--- config.mk ---
export PLATFORM = sky130hd
export DESIGN_NAME = imp_cal_ctrl
export DESIGN_NICKNAME = d
export VERILOG_FILES = /design/src/rtl/imp_cal_pkg.sv /design/src/rtl/icc_ctrl.sv /design/src/rtl/icc_chan.sv /design/src/rtl/imp_cal_ctrl.sv
export SDC_FILE = /design/constraint.sdc
export NUM_CORES = 1
export LEC_CHECK = 0
export ABC_AREA = 1
export BUFFER_PORTS_ARGS = -buffer_cell sky130_fd_sc_hd__buf_2
export CAP_MARGIN = 10
export CORE_ASPECT_RATIO = 1.1
export CORE_UTILIZATION = 51
export CTS_CLUSTER_DIAMETER = 150
export DETAILED_ROUTE_END_ITERATION = 10
export GPL_TIMING_DRIVEN = 0
export PLACE_DENSITY = 0.8
export SETUP_SLACK_MARGIN = 0.05
export SKIP_CTS_REPAIR_TIMING = 1
export SYNTH_ARGS = -nofsm -noshare
export SYNTH_HDL_FRONTEND = slang
export SYNTH_SLANG_ARGS = --single-unit
--- constraint.sdc ---
create_clock -name clk -period 2.7 [get_ports clk]
set_clock_uncertainty 0.05 [all_clocks]
set_input_delay 0.135 -clock clk [delete_from_list [all_inputs] [get_ports clk]]
set_output_delay 0.135 -clock clk [all_outputs]
set_load 0.05 [all_outputs]
--- src/rtl/imp_cal_pkg.sv ---
package imp_cal_pkg;
  localparam int CODE_W   = 7;
  localparam int FILT_W   = 3;
  localparam int DEF_CODE = 1;

  localparam int BIT_CLRZ  = 0;
  localparam int FILT_LSB  = 1;
  localparam int BIT_LOCK  = 4;
  localparam int BIT_RDY   = 5;
  localparam int BIT_EN    = 6;
  localparam int NDEF_LSB  = 8;
  localparam int PDEF_LSB  = 16;

  typedef struct packed {
    logic run;    // dynamic mode and not locked
    logic clear;  // reload defaults, drop counts
  } calStrobe_t;
endpackage

--- src/rtl/icc_ctrl.sv ---
module icc_ctrl
  import imp_cal_pkg::*;
#(
  parameter int CW     = CODE_W,
  parameter int FW     = FILT_W,
  parameter int DEFVAL = DEF_CODE,
  parameter int NCH    = 2
) (
  input  logic          clk,
  input  logic          rstN,
  input  logic          regWrEn,
  input  logic [31:0]   regWrData,
  input  logic [NCH-1:0] stopEvt,
  output calStrobe_t    strobe,
  output logic [FW-1:0] filtSel,
  output logic          enable,
  output logic [31:0]   regRdData
);
  logic lockReg, clrzReg, clrzPrev, readyReg, clearEdge;

  always_ff @(posedge clk or negedge rstN) begin
    if (!rstN) begin
      enable   <= 1'b0;
      lockReg  <= 1'b0;
      filtSel  <= '0;
      clrzReg  <= 1'b0;
      clrzPrev <= 1'b0;
    end else begin
      clrzPrev <= clrzReg;
      if (regWrEn) begin
        enable  <= regWrData[BIT_EN];
        lockReg <= regWrData[BIT_LOCK];
        filtSel <= regWrData[FILT_LSB +: FW];
        clrzReg <= regWrData[BIT_CLRZ];
      end
    end
  end

  assign clearEdge    = clrzReg & ~clrzPrev;
  assign strobe.run   = enable & ~lockReg;
  assign strobe.clear = clearEdge | ~enable;

  always_ff @(posedge clk or negedge rstN) begin
    if (!rstN)             readyReg <= 1'b0;
    else if (strobe.clear) readyReg <= 1'b0;
    else if (|stopEvt)     readyReg <= 1'b1;
  end

  always_comb begin
    regRdData                       = '0;
    regRdData[PDEF_LSB +: CW]       = CW'(DEFVAL);
    regRdData[NDEF_LSB +: CW]       = CW'(DEFVAL);
    regRdData[BIT_EN]               = enable;
    regRdData[BIT_RDY]              = readyReg;
    regRdData[BIT_LOCK]             = lockReg;
    regRdData[FILT_LSB +: FW]       = filtSel;
    regRdData[BIT_CLRZ]             = clrzReg;
  end

  AST_READY_DROPS: assert property (@(posedge clk) disable iff (!rstN)
    !enable |=> !readyReg);
  AST_CLEAR_PULSE: assert property (@(posedge clk) disable iff (!rstN)
    clearEdge |=> !clearEdge);
endmodule

--- src/rtl/icc_chan.sv ---
module icc_chan
  import imp_cal_pkg::*;
#(
  parameter int CW     = CODE_W,
  parameter int FW     = FILT_W,
  parameter int DEFVAL = DEF_CODE
) (
  input  logic          clk,
  input  logic          rstN,
  input  calStrobe_t    strobe,
  input  logic [FW-1:0] filtSel,
  input  logic          incReq,
  input  logic          decReq,
  input  logic          matchIn,
  output logic [CW-1:0] code,
  output logic          stopEvt
);
  localparam int CNTW = FW + 1;
  localparam logic [CW-1:0] CODE_MAX = '1;
  localparam logic [CW-1:0] CODE_DEF = CW'(DEFVAL);

  logic [CNTW-1:0] runCnt, nextCnt, thresh;
  logic            lastUp, validReq, fire, atLimit;

  always_comb begin
    thresh   = CNTW'(filtSel) + 1'b1;
    validReq = (incReq ^ decReq) & ~matchIn;
    nextCnt  = (runCnt != '0 && lastUp == incReq) ? runCnt + 1'b1 : CNTW'(1);
    fire     = strobe.run & validReq & (nextCnt >= thresh);
    atLimit  = incReq ? (code == CODE_MAX) : (code == '0);
    stopEvt  = strobe.run & ~strobe.clear &
               (matchIn | (fire & atLimit));
  end

  always_ff @(posedge clk or negedge rstN) begin
    if (!rstN) begin
      code   <= CODE_DEF;
      runCnt <= '0;
      lastUp <= 1'b0;
    end else if (strobe.clear) begin
      code   <= CODE_DEF;
      runCnt <= '0;
    end else if (!strobe.run || !validReq) begin
      runCnt <= '0;
    end else begin
      lastUp <= incReq;
      if (fire) begin
        runCnt <= '0;
        if (!atLimit) code <= incReq ? code + 1'b1 : code - 1'b1;
      end else begin
        runCnt <= nextCnt;
      end
    end
  end

  AST_ONE_STEP: assert property (@(posedge clk) disable iff (!rstN)
    !strobe.clear |=> (code == $past(code) || code == $past(code) + 1'b1 ||
                       code == $past(code) - 1'b1));
  AST_NO_WRAP_TOP: assert property (@(posedge clk) disable iff (!rstN)
    (code == CODE_MAX && !strobe.clear) |=> code != '0);
  AST_NO_WRAP_BOT: assert property (@(posedge clk) disable iff (!rstN)
    (code == '0 && !strobe.clear) |=> code != CODE_MAX);
  AST_FROZEN: assert property (@(posedge clk) disable iff (!rstN)
    (!strobe.run && !strobe.clear) |=> $stable(code));
endmodule

--- src/rtl/imp_cal_ctrl.sv ---
module imp_cal_ctrl
  import imp_cal_pkg::*;
#(
  parameter int CW     = CODE_W,
  parameter int FW     = FILT_W,
  parameter int DEFVAL = DEF_CODE
) (
  input  logic          clk,
  input  logic          rstN,
  input  logic          regWrEn,
  input  logic [31:0]   regWrData,
  output logic [31:0]   regRdData,
  input  logic          pInc,
  input  logic          pDec,
  input  logic          pMatch,
  input  logic          nInc,
  input  logic          nDec,
  input  logic          nMatch,
  output logic [CW-1:0] pCode,
  output logic [CW-1:0] nCode
);
  localparam int NCH = 2;

  calStrobe_t     strobe;
  logic [FW-1:0]  filtSel;
  logic           enable;
  logic [NCH-1:0] stopEvt, incV, decV, matchV;
  logic [CW-1:0]  chCode [NCH];

  assign incV   = {nInc, pInc};
  assign decV   = {nDec, pDec};
  assign matchV = {nMatch, pMatch};

  icc_ctrl #(.CW(CW), .FW(FW), .DEFVAL(DEFVAL), .NCH(NCH)) i_ctrl (
    .clk(clk), .rstN(rstN), .regWrEn(regWrEn), .regWrData(regWrData),
    .stopEvt(stopEvt), .strobe(strobe), .filtSel(filtSel),
    .enable(enable), .regRdData(regRdData)
  );

  for (genvar g = 0; g < NCH; g++) begin : g_chan
    icc_chan #(.CW(CW), .FW(FW), .DEFVAL(DEFVAL)) i_chan (
      .clk(clk), .rstN(rstN), .strobe(strobe), .filtSel(filtSel),
      .incReq(incV[g]), .decReq(decV[g]), .matchIn(matchV[g]),
      .code(chCode[g]), .stopEvt(stopEvt[g])
    );
  end

  assign pCode = enable ? chCode[0] : CW'(DEFVAL);
  assign nCode = enable ? chCode[1] : CW'(DEFVAL);

  AST_BYPASS_DEFAULT: assert property (@(posedge clk) disable iff (!rstN)
    !enable |-> (pCode == CW'(DEFVAL) && nCode == CW'(DEFVAL)));
endmodule

==> run_summary.xml, run 1 <==
<?xml version="1.0" encoding="UTF-8"?>
<metrics>
  <group name="detailed_routing">
    <metric name="wl" unit="mm">5.34</metric>
    <metric name="drt-initial-drc-count" unit="">135</metric>
    <metric name="drt-pass1-iter-count" unit="">4</metric>
    <metric name="viasPerCell" unit="">4.87</metric>
    <metric name="drt.antenna.violating_nets" unit="">0</metric>
    <metric name="route.vias.total" unit="">2308</metric>
    <metric name="post_drt_wl_per_cell" unit="um">11.3</metric>
    <metric name="post-route-drc-count" unit="">0</metric>
  </group>
  <group name="grt">
    <metric name="maximum_number_of_pins_on_one_net_before_global_route_repair" unit="">33</metric>
    <metric name="antenna_found_initial" unit="">0</metric>
    <metric name="grt_first_pass_wirelength" unit="mm">9.35</metric>
    <metric name="first_global_vias" unit="">2183</metric>
    <metric name="gr-total-overflow" unit="">0</metric>
    <metric name="grt_usage" unit="%">21.6</metric>
  </group>
  <group name="clock_tree">
    <metric name="tritoncts" unit="">done</metric>
    <metric name="inserted_clock_buffers" unit="">5</metric>
    <metric name="numClockSinks" unit="">32</metric>
    <metric name="clkSlewWorstSetupHoldPaths" unit="ns">0.07</metric>
    <metric name="cts_h_tree_depth" unit="">2</metric>
    <metric name="clk_path_buf_depth" unit="">2</metric>
    <metric name="clockRootBuffer" unit="">sky130_fd_sc_hd__clkbuf_8</metric>
    <metric name="worstSkewPairLatency" unit="ns">0.29</metric>
  </group>
  <group name="placed_design">
    <metric name="numPortBuffers" unit="">34</metric>
    <metric name="placement.cell_area" unit="sq um">2920</metric>
    <metric name="place_congestion" unit="">0.907</metric>
    <metric name="dp.final_hpwl" unit="mm">4.03</metric>
  </group>
  <group name="logic_synthesis">
    <metric name="library_cells_used_by_synthesis" unit="">30</metric>
    <metric name="synthCells" unit="">352</metric>
    <metric name="synth-warning-count" unit="">0</metric>
    <metric name="post_synthesis_sequential_element_count" unit="">32</metric>
    <metric name="postSynth.asyncResetShare" unit="%">100</metric>
    <metric name="synth_sequential_area_ratio" unit="%">31.0</metric>
    <metric name="synth_cell_area" unit="sq um">2590</metric>
    <metric name="synth_area_per_cell" unit="sq um">7.37</metric>
    <metric name="number_of_enable_flip_flop_cells_after_synthesis" unit="">0</metric>
    <metric name="yosys_most_used_dff" unit="">sky130_fd_sc_hd__dfrtp_1</metric>
  </group>
  <group name="power">
    <metric name="combinationalPowerShare" unit="%">28.9</metric>
    <metric name="power_frac_clock" unit="%">32.4</metric>
    <metric name="pwr-share-seq" unit="%">38.7</metric>
    <metric name="worst_ir_drop_vdd" unit="mV">0.268</metric>
    <metric name="power.switching_fraction" unit="%">35.3</metric>
    <metric name="switching_component_of_the_power" unit="mW">0.502</metric>
    <metric name="pwr_cell_area" unit="nW/um^2">467</metric>
    <metric name="power.static_leakage" unit="nW">1.75</metric>
    <metric name="p_int" unit="mW">0.921</metric>
  </group>
  <group name="floorplan">
    <metric name="rows" unit="">26</metric>
    <metric name="die_outline_area" unit="sq um">5380</metric>
    <metric name="placeableCoreArea" unit="sq um">4780</metric>
    <metric name="die_h" unit="um">76.8</metric>
    <metric name="fp.dieW" unit="um">70.0</metric>
    <metric name="initial_core_utilization" unit="%">54.3</metric>
    <metric name="io_pins" unit="">87</metric>
  </group>
  <group name="hold_path">
    <metric name="worstHoldPathCells" unit="">3</metric>
    <metric name="hold_path.class" unit="">in2reg</metric>
  </group>
  <group name="layout">
    <metric name="stdcell_area" unit="sq um">3050</metric>
    <metric name="layout.cells.most_common_list" unit="">sky130_fd_sc_hd__nand2_1, sky130_fd_sc_hd__inv_1, sky130_fd_sc_hd__buf_2</metric>
    <metric name="finish.net_count" unit="">483</metric>
    <metric name="layout_commonest_cell" unit="">sky130_fd_sc_hd__nand2_1</metric>
    <metric name="drive_gt1_share" unit="%">23.0</metric>
    <metric name="fillerInstances" unit="">454</metric>
    <metric name="syn_to_final_growth" unit="%">17.5</metric>
    <metric name="antennaDiodeCount" unit="">0</metric>
  </group>
  <group name="flow_run">
    <metric name="maximum_capacitance_violations" unit="">0</metric>
  </group>
  <group name="sta">
    <metric name="setup-tns-final" unit="ns">0</metric>
    <metric name="worst_slew_pin_slew" unit="ns">0.735</metric>
    <metric name="slew-limit-headroom" unit="%">51.0</metric>
    <metric name="final_period_minus_worst_setup_slack" unit="ns">2.43</metric>
    <metric name="hold_slack" unit="ns">0.0161</metric>
    <metric name="rsz_0062_raised_after_global_routing" unit="">yes</metric>
    <metric name="post-route-period-util" unit="%">89.9</metric>
    <metric name="clock.fmax" unit="MHz">412</metric>
    <metric name="finalHoldViolCount" unit="">0</metric>
    <metric name="timing.final.setup_violations" unit="">0</metric>
    <metric name="final-max-slew-violation-count" unit="">0</metric>
  </group>
  <group name="critical_path">
    <metric name="arrival" unit="ns">2.56</metric>
    <metric name="worst-r2r-setup-slack" unit="ns">0.27</metric>
    <metric name="worst-path-max-fanout" unit="">7</metric>
    <metric name="endpoint_required_time_on_the_critical_path" unit="ns">2.83</metric>
    <metric name="worstSetupEndpointType" unit="">register</metric>
    <metric name="worstRegToRegCells" unit="">16</metric>
    <metric name="crit_path_start_kind" unit="">register</metric>
    <metric name="crit_type" unit="">reg2reg</metric>
  </group>
  <group name="outcome">
    <metric name="outcome" unit="">completed</metric>
  </group>
</metrics>
==> metrics by stage <==
stage | util [%] | setup WS, ns | cells | total power, mW
floorplan | - | 0.507 | 375 | 0.881
global placement | 61.1 | 0.155 | 465 | 0.953
detailed placement | 61.1 | 0.0987 | 465 | 0.963
CTS | 63.3 | 0.0744 | 473 | 1.42
global route | 63.8 | 0.0119 | 474 | 1.50
finish | 63.8 | 0.272 | 474 | 1.42
==> sequential cells by signal, indices dropped and copies added (netlist names) <==
name and count:
g_chan.i_chan.runCnt 8, g_chan.i_chan.code 14, i_ctrl.lockReg 1, i_ctrl.clrzPrev 1
i_ctrl.readyReg 1, g_chan.i_chan.lastUp 2, i_ctrl.clrzReg 1, i_ctrl.enable 1
i_ctrl.filtSel 3
==> cell type report <==
class / instances / area, sq um / share of cell area [%]
buffer: 31 / 225 / 7.39
tap: 56 / 70.1 / 2.30
timing repair buffer: 35 / 180 / 5.91
clock inverter: 2 / 35.0 / 1.15
clock buffer: 6 / 72.6 / 2.38
multi-input combinational: 259 / 1460 / 48.0
sequential: 32 / 803 / 26.3
inverter: 53 / 199 / 6.52
==> power by group through the flow <==
stage | clock network (mW) | registers (mW) | logic [mW]
floorplan | 0 | 0.565 | 0.316
global placement | 0 | 0.557 | 0.396
detailed placement | 0 | 0.558 | 0.404
CTS | 0.467 | 0.550 | 0.407
global route | 0.489 | 0.557 | 0.454
finish | 0.460 | 0.551 | 0.411
==> worst max-delay path, stage by stage (launching register included) <==
cell and delay, ns:
sky130_fd_sc_hd__dfrtp_1 0.37, sky130_fd_sc_hd__inv_1 0.06, sky130_fd_sc_hd__ha_1 0.19, sky130_fd_sc_hd__nand3_1 0.10, sky130_fd_sc_hd__nand3_2 0.18, sky130_fd_sc_hd__nor3_1 0.20, sky130_fd_sc_hd__ha_1 0.28, sky130_fd_sc_hd__nand2_1 0.06
sky130_fd_sc_hd__inv_1 0.04, sky130_fd_sc_hd__nand3_1 0.07, sky130_fd_sc_hd__nand3_1 0.12, sky130_fd_sc_hd__nand2_1 0.08, sky130_fd_sc_hd__nor2_1 0.05, sky130_fd_sc_hd__nand2_1 0.21, sky130_fd_sc_hd__clkinv_1 0.13, sky130_fd_sc_hd__nand3_1 0.09
sky130_fd_sc_hd__nand2_1 0.05
==> cell usage after synthesis, types with 2 or more instances <==
master                     instances  area share, %
sky130_fd_sc_hd__a21oi_1          11            2.1
sky130_fd_sc_hd__buf_4            29            8.4
sky130_fd_sc_hd__clkbuf_1          2           0.29
sky130_fd_sc_hd__clkinv_1          2           0.29
sky130_fd_sc_hd__conb_1            2           0.29
sky130_fd_sc_hd__dfrtp_1          30             29
sky130_fd_sc_hd__dfstp_2           2            2.0
sky130_fd_sc_hd__fa_1              2            1.5
sky130_fd_sc_hd__ha_1             23             11
sky130_fd_sc_hd__inv_1            50            7.2
sky130_fd_sc_hd__mux2_2            3            1.3
sky130_fd_sc_hd__nand2_1          85             12
sky130_fd_sc_hd__nand3_1          21            4.1
sky130_fd_sc_hd__nand4_1           5            1.2
sky130_fd_sc_hd__nor2_1           27            3.9
sky130_fd_sc_hd__nor2_2            3           0.72
sky130_fd_sc_hd__nor3_1            4           0.77
sky130_fd_sc_hd__nor3_2            3            1.2
sky130_fd_sc_hd__o21ai_0           6            1.2
sky130_fd_sc_hd__o21ai_1          11            2.1
sky130_fd_sc_hd__o31ai_1           2           0.58
sky130_fd_sc_hd__or2_2             9            2.2
sky130_fd_sc_hd__or3_1             2           0.48
sky130_fd_sc_hd__xnor2_1           7            2.4
sky130_fd_sc_hd__xor2_1            6            2.0
==> worst paths after layout <==
| path | to | startpoint |
|---|---|---|
| min in group asynchronous | i_ctrl.lockReg$_DFFE_PN0P_ | rstN |
| max reg2reg | g_chan[0].i_chan.code[5]$_DFFE_PN0P_ | g_chan[0].i_chan.runCnt[0]$_DFF_PN0_ |
| min | i_ctrl.enable$_DFFE_PN0P_ | regWrData[6] |
| min reg2reg | i_ctrl.clrzPrev$_DFF_PN0_ | i_ctrl.clrzReg$_DFFE_PN0P_ |
| max | g_chan[0].i_chan.code[5]$_DFFE_PN0P_ | g_chan[0].i_chan.runCnt[0]$_DFF_PN0_ |
| max in group asynchronous | g_chan[0].i_chan.code[3]$_DFFE_PN0P_ | rstN |
==> routing by layer <==
layer,up-vias,global-route usage (%),wire [um]
met3,8,4.34,166
met1,1062,25.8,2360
met2,49,37.9,2730
met5,-,0,0
met4,0,8.40,93
li1,1189,-,-
==> cells by family after synthesis <==
group / after synthesis / synth area share (%)
adder cells (fa/ha/maj): 25 / 12.6
XOR/XNOR: 13 / 4.39
other: 2 / 0.289
AO/OA/AOI/OAI: 31 / 6.27
buffers and inverters: 84 / 16.3
flip-flops: 32 / 31.0
AND/OR/NAND/NOR: 162 / 27.8
multiplexers: 3 / 1.30
Power figures use the tool's default switching activity.
==> run 2: changes to the inputs <==
PLACE_DENSITY = 0.87   (was 0.8)
==> run_summary.xml, run 2 (synthesized netlist as in run 1, its figures left out) <==
<?xml version="1.0" encoding="UTF-8"?>
<metrics>
  <group name="critical_path">
    <metric name="crit_path_start_kind" unit="">register</metric>
    <metric name="crit_type" unit="">reg2reg</metric>
    <metric name="critPathSlowestCell" unit="">sky130_fd_sc_hd__dfrtp_1</metric>
    <metric name="crit_path_cell_trace" unit="">inv_1 &gt; ha_1 &gt; nand3_1 &gt; nand3_2 &gt; nor3_1 &gt; ha_1 &gt; nand2_1 &gt; inv_1 &gt; nand3_1 &gt; nand3_1 &gt; nand2_1 &gt; nor2_1 &gt; nor2_2 &gt; nand2_1 &gt; o21ai_1</metric>
    <metric name="worst-r2r-setup-slack" unit="ns">0.33</metric>
    <metric name="timing.rr.end" unit="">g_chan[0].i_chan.code[3]$_DFFE_PN0P_</metric>
    <metric name="worstSetupEndpointType" unit="">register</metric>
    <metric name="critical-path-max-stage-delay" unit="ns">0.38</metric>
    <metric name="arrival" unit="ns">2.54</metric>
    <metric name="worstRegToRegCells" unit="">15</metric>
    <metric name="worst_r2r_start" unit="">g_chan[0].i_chan.runCnt[0]$_DFF_PN0_</metric>
    <metric name="endpoint_required_time_on_the_critical_path" unit="ns">2.87</metric>
    <metric name="worst-path-max-fanout" unit="">7</metric>
  </group>
  <group name="placed_design">
    <metric name="placement.cell_area" unit="sq um">2920</metric>
    <metric name="place_congestion" unit="">0.936</metric>
    <metric name="number_of_placed_cells_counting_well_taps" unit="">465</metric>
    <metric name="dp.final_hpwl" unit="mm">4.12</metric>
    <metric name="numPortBuffers" unit="">34</metric>
  </group>
  <group name="layout">
    <metric name="largest_register" unit="">g_chan.i_chan.code</metric>
    <metric name="stdcell_area" unit="sq um">3050</metric>
    <metric name="finish.net_count" unit="">483</metric>
    <metric name="drive_gt1_share" unit="%">23.4</metric>
    <metric name="reg.largest.list" unit="">g_chan.i_chan.code x14, g_chan.i_chan.runCnt x8, i_ctrl.filtSel x3</metric>
    <metric name="largest_register_ffs" unit="">14</metric>
    <metric name="fin_util" unit="%">63.9</metric>
    <metric name="layout.cells.most_common_list" unit="">sky130_fd_sc_hd__nand2_1, sky130_fd_sc_hd__inv_1, sky130_fd_sc_hd__buf_2</metric>
    <metric name="antennaDiodeCount" unit="">0</metric>
    <metric name="syn_to_final_growth" unit="%">17.7</metric>
    <metric name="instances_no_fill" unit="">474</metric>
    <metric name="fillerInstances" unit="">413</metric>
    <metric name="layout_commonest_cell" unit="">sky130_fd_sc_hd__nand2_1</metric>
  </group>
  <group name="clock_tree">
    <metric name="tritoncts" unit="">done</metric>
    <metric name="inserted_clock_buffers" unit="">5</metric>
    <metric name="numClockSinks" unit="">32</metric>
    <metric name="cts_h_tree_depth" unit="">2</metric>
    <metric name="clk_path_buf_depth" unit="">2</metric>
    <metric name="clockRootBuffer" unit="">sky130_fd_sc_hd__clkbuf_8</metric>
    <metric name="worstSkewPairLatency" unit="ns">0.29</metric>
    <metric name="clkSlewWorstSetupHoldPaths" unit="ns">0.07</metric>
  </group>
  <group name="floorplan">
    <metric name="die_outline_area" unit="sq um">5380</metric>
    <metric name="placeableCoreArea" unit="sq um">4780</metric>
    <metric name="io_pins" unit="">87</metric>
    <metric name="die_h" unit="um">76.8</metric>
    <metric name="fp.dieW" unit="um">70.0</metric>
    <metric name="rows" unit="">26</metric>
    <metric name="initial_core_utilization" unit="%">54.3</metric>
  </group>
  <group name="detailed_routing">
    <metric name="drt-pass1-iter-count" unit="">4</metric>
    <metric name="drt.antenna.violating_nets" unit="">0</metric>
    <metric name="route.vias.total" unit="">2296</metric>
    <metric name="drt-initial-drc-count" unit="">126</metric>
    <metric name="wl" unit="mm">5.38</metric>
    <metric name="route.top_layer_used" unit="">met4</metric>
    <metric name="wl_met3" unit="um">198</metric>
    <metric name="post-route-drc-count" unit="">0</metric>
    <metric name="post_drt_wl_per_cell" unit="um">11.4</metric>
    <metric name="viasPerCell" unit="">4.84</metric>
    <metric name="met2WireLength" unit="mm">2.71</metric>
    <metric name="wl_met1" unit="mm">2.34</metric>
  </group>
  <group name="grt">
    <metric name="first_global_vias" unit="">2179</metric>
    <metric name="gr-total-overflow" unit="">0</metric>
    <metric name="maximum_number_of_pins_on_one_net_before_global_route_repair" unit="">33</metric>
    <metric name="grt_usage" unit="%">21.2</metric>
    <metric name="antenna_found_initial" unit="">0</metric>
    <metric name="grt_first_pass_wirelength" unit="mm">9.19</metric>
  </group>
  <group name="power">
    <metric name="worst_ir_drop_vdd" unit="mV">0.380</metric>
    <metric name="power.static_leakage" unit="nW">1.75</metric>
    <metric name="p_int" unit="mW">0.920</metric>
    <metric name="power_frac_clock" unit="%">32.8</metric>
    <metric name="pwr-share-seq" unit="%">38.3</metric>
    <metric name="pwr_cell_area" unit="nW/um^2">468</metric>
    <metric name="power.switching_fraction" unit="%">35.7</metric>
    <metric name="switching_component_of_the_power" unit="mW">0.510</metric>
    <metric name="combinationalPowerShare" unit="%">28.9</metric>
  </group>
  <group name="sta">
    <metric name="final_period_minus_worst_setup_slack" unit="ns">2.37</metric>
    <metric name="slew-limit-headroom" unit="%">52.1</metric>
    <metric name="timing.final.setup_violations" unit="">0</metric>
    <metric name="finalHoldViolCount" unit="">0</metric>
    <metric name="setup-tns-final" unit="ns">0</metric>
    <metric name="post-route-period-util" unit="%">87.9</metric>
    <metric name="clock.fmax" unit="MHz">422</metric>
    <metric name="rsz_0062_raised_after_global_routing" unit="">yes</metric>
    <metric name="worst_slew_pin_slew" unit="ns">0.718</metric>
    <metric name="final-max-slew-violation-count" unit="">0</metric>
  </group>
  <group name="hold_path">
    <metric name="hold_path_startpoint" unit="">regWrData[6]</metric>
    <metric name="min_delay_worst_endpoint" unit="">i_ctrl.enable$_DFFE_PN0P_</metric>
    <metric name="worstHoldPathCells" unit="">3</metric>
    <metric name="hold_path.class" unit="">in2reg</metric>
  </group>
  <group name="outcome">
    <metric name="outcome" unit="">completed</metric>
  </group>
  <group name="flow_run">
    <metric name="maximum_capacitance_violations" unit="">0</metric>
  </group>
</metrics>
## run 2: changes by cell type in the layout (fill, tap and decap cells not counted)
cell                      previous run  this run
sky130_fd_sc_hd__nand2_1            85        83
sky130_fd_sc_hd__nand2_2             0         2
## run 2: layout make-up
type	instances	area, sq um	area share, %
Buffer	31	225	7.37
Clock buffer	6	72.6	2.38
Clock inverter	2	35.0	1.15
Inverter	53	199	6.51
Multi-Input combinational cell	259	1470	48.1
Sequential cell	32	803	26.3
Tap cell	56	70.1	2.29
Timing Repair Buffer	35	180	5.90
## run 2: metal layers
layer | GRT usage (%) | vias up
met2 | 37.7 | 49
met5 | 0 | -
met3 | 4.60 | 14
met4 | 8.00 | 0
met1 | 24.8 | 1048
li1 | - | 1185
## run 2: metrics by stage
stage                     total power [mW]  setup WS (ns)  hold WS, ns
after global routing                  1.50        0.00976       0.0173
after floorplan                      0.881          0.507       -0.211
after CTS                             1.43          0.108       -0.134
final                                 1.43          0.328       0.0169
after detailed placement             0.963          0.141        0.189
after global placement               0.951          0.173        0.172
## run 2: worst max-delay path by stage
stage                                                    start                                   end  slack (ns)
after floorplan                  i_ctrl.filtSel[0]$_DFFE_PN0P_  g_chan[0].i_chan.code[1]$_DFFE_PN0P_        0.51
after global placement    g_chan[0].i_chan.runCnt[0]$_DFF_PN0_  g_chan[0].i_chan.code[4]$_DFFE_PN0P_        0.17
after detailed placement  g_chan[0].i_chan.runCnt[0]$_DFF_PN0_  g_chan[0].i_chan.code[3]$_DFFE_PN0P_        0.14
after CTS                 g_chan[0].i_chan.runCnt[0]$_DFF_PN0_  g_chan[0].i_chan.code[3]$_DFFE_PN0P_        0.11
after global routing      g_chan[1].i_chan.runCnt[0]$_DFF_PN0_  g_chan[1].i_chan.code[3]$_DFFE_PN0P_        0.01
final                     g_chan[0].i_chan.runCnt[0]$_DFF_PN0_  g_chan[0].i_chan.code[3]$_DFFE_PN0P_        0.33
## run 2: worst max-delay path: cells and delay by family, from the launching register on
| family | cells | cell delay [ns] |
|---|---|---|
| AND/OR/NAND/NOR | 10 | 1.21 |
| AO/OA/AOI/OAI | 1 | 0.09 |
| buffers and inverters | 2 | 0.11 |
| adder cells (fa/ha/maj) | 2 | 0.46 |
| flip-flops | 1 | 0.38 |
## run 2: power by group through the flow
stage	registers (mW)	logic [mW]	clock network (mW)
2_1_floorplan	0.565	0.316	0
4_1_cts	0.549	0.407	0.472
3_3_place_gp	0.557	0.394	0
5_1_grt	0.554	0.454	0.492
6_report	0.548	0.413	0.470
3_5_place_dp	0.558	0.405	0
==> run 3: changes to the inputs <==
BUFFER_PORTS_ARGS = not set   (was -buffer_cell sky130_fd_sc_hd__buf_2)
CORE_UTILIZATION = 64   (was 51)
DONT_BUFFER_PORTS = 1   (was not set)
PLACE_DENSITY = 0.86   (was 0.87)
==> run_summary.xml, run 3 (synthesized netlist as in run 1, its figures left out) <==
<?xml version="1.0" encoding="UTF-8"?>
<metrics>
  <group name="detailed_routing">
    <metric name="post-route-drc-count" unit="">0</metric>
    <metric name="wl" unit="mm">5.31</metric>
    <metric name="viasPerCell" unit="">5.02</metric>
    <metric name="drt.antenna.violating_nets" unit="">0</metric>
    <metric name="drt-pass1-iter-count" unit="">4</metric>
    <metric name="route.vias.total" unit="">2213</metric>
    <metric name="drt-initial-drc-count" unit="">111</metric>
    <metric name="post_drt_wl_per_cell" unit="um">12.0</metric>
  </group>
  <group name="clock_tree">
    <metric name="inserted_clock_buffers" unit="">5</metric>
    <metric name="worstSkewPairLatency" unit="ns">0.29</metric>
    <metric name="clkSlewWorstSetupHoldPaths" unit="ns">0.07</metric>
    <metric name="cts_h_tree_depth" unit="">2</metric>
    <metric name="clockRootBuffer" unit="">sky130_fd_sc_hd__clkbuf_8</metric>
    <metric name="clk_path_buf_depth" unit="">2</metric>
    <metric name="numClockSinks" unit="">32</metric>
    <metric name="tritoncts" unit="">done</metric>
  </group>
  <group name="power">
    <metric name="power.static_leakage" unit="nW">1.63</metric>
    <metric name="pwr_cell_area" unit="nW/um^2">476</metric>
    <metric name="worst_ir_drop_vdd" unit="mV">0.443</metric>
  </group>
  <group name="grt">
    <metric name="gr-total-overflow" unit="">0</metric>
    <metric name="antenna_found_initial" unit="">0</metric>
    <metric name="first_global_vias" unit="">2043</metric>
    <metric name="grt_first_pass_wirelength" unit="mm">8.47</metric>
    <metric name="grt_usage" unit="%">25.7</metric>
    <metric name="maximum_number_of_pins_on_one_net_before_global_route_repair" unit="">33</metric>
  </group>
  <group name="sta">
    <metric name="final-max-slew-violation-count" unit="">0</metric>
    <metric name="timing.final.setup_violations" unit="">0</metric>
    <metric name="clock.fmax" unit="MHz">403</metric>
    <metric name="worst_slew_pin_slew" unit="ns">0.600</metric>
    <metric name="worst_slack" unit="ns">0.220</metric>
    <metric name="final_period_minus_worst_setup_slack" unit="ns">2.48</metric>
    <metric name="slew-limit-headroom" unit="%">60.0</metric>
    <metric name="finalHoldViolCount" unit="">0</metric>
    <metric name="rsz_0062_raised_after_global_routing" unit="">no</metric>
    <metric name="setup-tns-final" unit="ns">0</metric>
    <metric name="post-route-period-util" unit="%">91.8</metric>
  </group>
  <group name="layout">
    <metric name="reg.largest.list" unit="">g_chan.i_chan.code x14, g_chan.i_chan.runCnt x8, i_ctrl.filtSel x3</metric>
    <metric name="layout_commonest_cell" unit="">sky130_fd_sc_hd__nand2_1</metric>
    <metric name="syn_to_final_growth" unit="%">14.1</metric>
    <metric name="antennaDiodeCount" unit="">0</metric>
    <metric name="finish.net_count" unit="">456</metric>
    <metric name="largest_register" unit="">g_chan.i_chan.code</metric>
    <metric name="regArea" unit="sq um">806</metric>
    <metric name="fillerInstances" unit="">288</metric>
    <metric name="multiInputGateArea" unit="sq um">1470</metric>
    <metric name="largest_register_ffs" unit="">14</metric>
    <metric name="layout.cells.most_common_list" unit="">sky130_fd_sc_hd__nand2_1, sky130_fd_sc_hd__inv_1, sky130_fd_sc_hd__buf_4</metric>
    <metric name="stdcell_area" unit="sq um">2960</metric>
    <metric name="drive_gt1_share" unit="%">16.9</metric>
  </group>
  <group name="critical_path">
    <metric name="worst-path-max-fanout" unit="">6</metric>
    <metric name="worstSetupEndpointType" unit="">register</metric>
    <metric name="critical_path.startpoint" unit="">i_ctrl.filtSel[0]$_DFFE_PN0P_</metric>
    <metric name="endpoint_required_time_on_the_critical_path" unit="ns">2.83</metric>
    <metric name="worst_r2r_start" unit="">i_ctrl.filtSel[0]$_DFFE_PN0P_</metric>
    <metric name="worstRegToRegCells" unit="">13</metric>
    <metric name="arrival" unit="ns">2.61</metric>
    <metric name="crit_type" unit="">reg2reg</metric>
    <metric name="crit_path_start_kind" unit="">register</metric>
  </group>
  <group name="hold_path">
    <metric name="worstHoldPathCells" unit="">4</metric>
    <metric name="hold_path_startpoint" unit="">pMatch</metric>
    <metric name="hold_path.class" unit="">in2reg</metric>
  </group>
  <group name="placed_design">
    <metric name="numPortBuffers" unit="">0</metric>
    <metric name="place_ws" unit="ns">0.116</metric>
    <metric name="placement.cell_area" unit="sq um">2740</metric>
    <metric name="dp.final_hpwl" unit="mm">3.87</metric>
    <metric name="place_congestion" unit="">0.905</metric>
  </group>
  <group name="floorplan">
    <metric name="io_pins" unit="">87</metric>
    <metric name="die_h" unit="um">68.8</metric>
    <metric name="fp.dieW" unit="um">62.7</metric>
    <metric name="die_outline_area" unit="sq um">4310</metric>
    <metric name="initial_core_utilization" unit="%">68.8</metric>
    <metric name="placeableCoreArea" unit="sq um">3770</metric>
    <metric name="rows" unit="">23</metric>
  </group>
  <group name="flow_run">
    <metric name="maximum_capacitance_violations" unit="">0</metric>
  </group>
  <group name="outcome">
    <metric name="outcome" unit="">completed</metric>
  </group>
</metrics>
==> run 3: changes by cell type in the layout (fill, tap and decap cells not counted), sizes merged <==
cell         delta
buf            -33
dlygate4sd3     +6
==> run 3: per-layer routing <==
| layer | routed length [um] | global-route usage [%] |
|---|---|---|
| met3 | 251 | 4.61 |
| met1 | 2270 | 27.7 |
| met2 | 2620 | 48.9 |
| met5 | 0 | 0 |
| met4 | 172 | 14.0 |
==> run 3: final timing paths <==
check                                                             to  slack, ns
max in group asynchronous       g_chan[1].i_chan.code[0]$_DFFE_PN1P_       2.12
worst max register to register  g_chan[1].i_chan.code[6]$_DFFE_PN0P_       0.22
worst max-delay path            g_chan[1].i_chan.code[6]$_DFFE_PN0P_       0.22
min in group asynchronous                  i_ctrl.enable$_DFFE_PN0P_       0.22
worst min register to register             i_ctrl.clrzPrev$_DFF_PN0_       0.38
worst min-delay path                     i_ctrl.readyReg$_DFFE_PN0P_       0.04
==> run 3: stage by stage <==
step	util (%)	std cells	total power, mW	hold slack (ns)
after floorplan	-	375	0.881	-0.211
after global placement	72.8	425	0.919	-0.210
after detailed placement	72.8	425	0.929	-0.210
after CTS	75.6	433	1.38	-0.517
after global routing	78.6	441	1.47	0.0609
final	78.6	441	1.41	0.0405
==> run 3: area by class of cell <==
class / instances / share of cell area (%)
sequential: 32 / 27.2
clock inverter: 2 / 1.18
buffer: 31 / 7.60
inverter: 53 / 6.72
tap: 50 / 2.11
clock buffer: 6 / 2.45
timing repair buffer: 8 / 3.04
multi-input combinational: 259 / 49.7
==> run 3: power by group <==
group	switching (mW)	internal, mW	total [mW]
Sequential	0.0520	0.516	0.568
Combinational	0.259	0.126	0.385
Clock	0.184	0.274	0.457
Total	0.495	0.915	1.41
==> run 3: critical path, stage by stage, from the launching register on <==
cell                       delay [ns]
sky130_fd_sc_hd__dfrtp_2         0.53
sky130_fd_sc_hd__ha_1            0.28
sky130_fd_sc_hd__xnor2_1         0.28
sky130_fd_sc_hd__ha_1            0.32
sky130_fd_sc_hd__nand2_1         0.08
sky130_fd_sc_hd__inv_1           0.04
sky130_fd_sc_hd__nand2_1         0.05
sky130_fd_sc_hd__nand3_1         0.09
sky130_fd_sc_hd__nand2_1         0.08
sky130_fd_sc_hd__nor2_1          0.06
sky130_fd_sc_hd__nand2_1         0.23
sky130_fd_sc_hd__clkinv_1        0.13
sky130_fd_sc_hd__nand3_1         0.09
sky130_fd_sc_hd__nand2_1         0.05
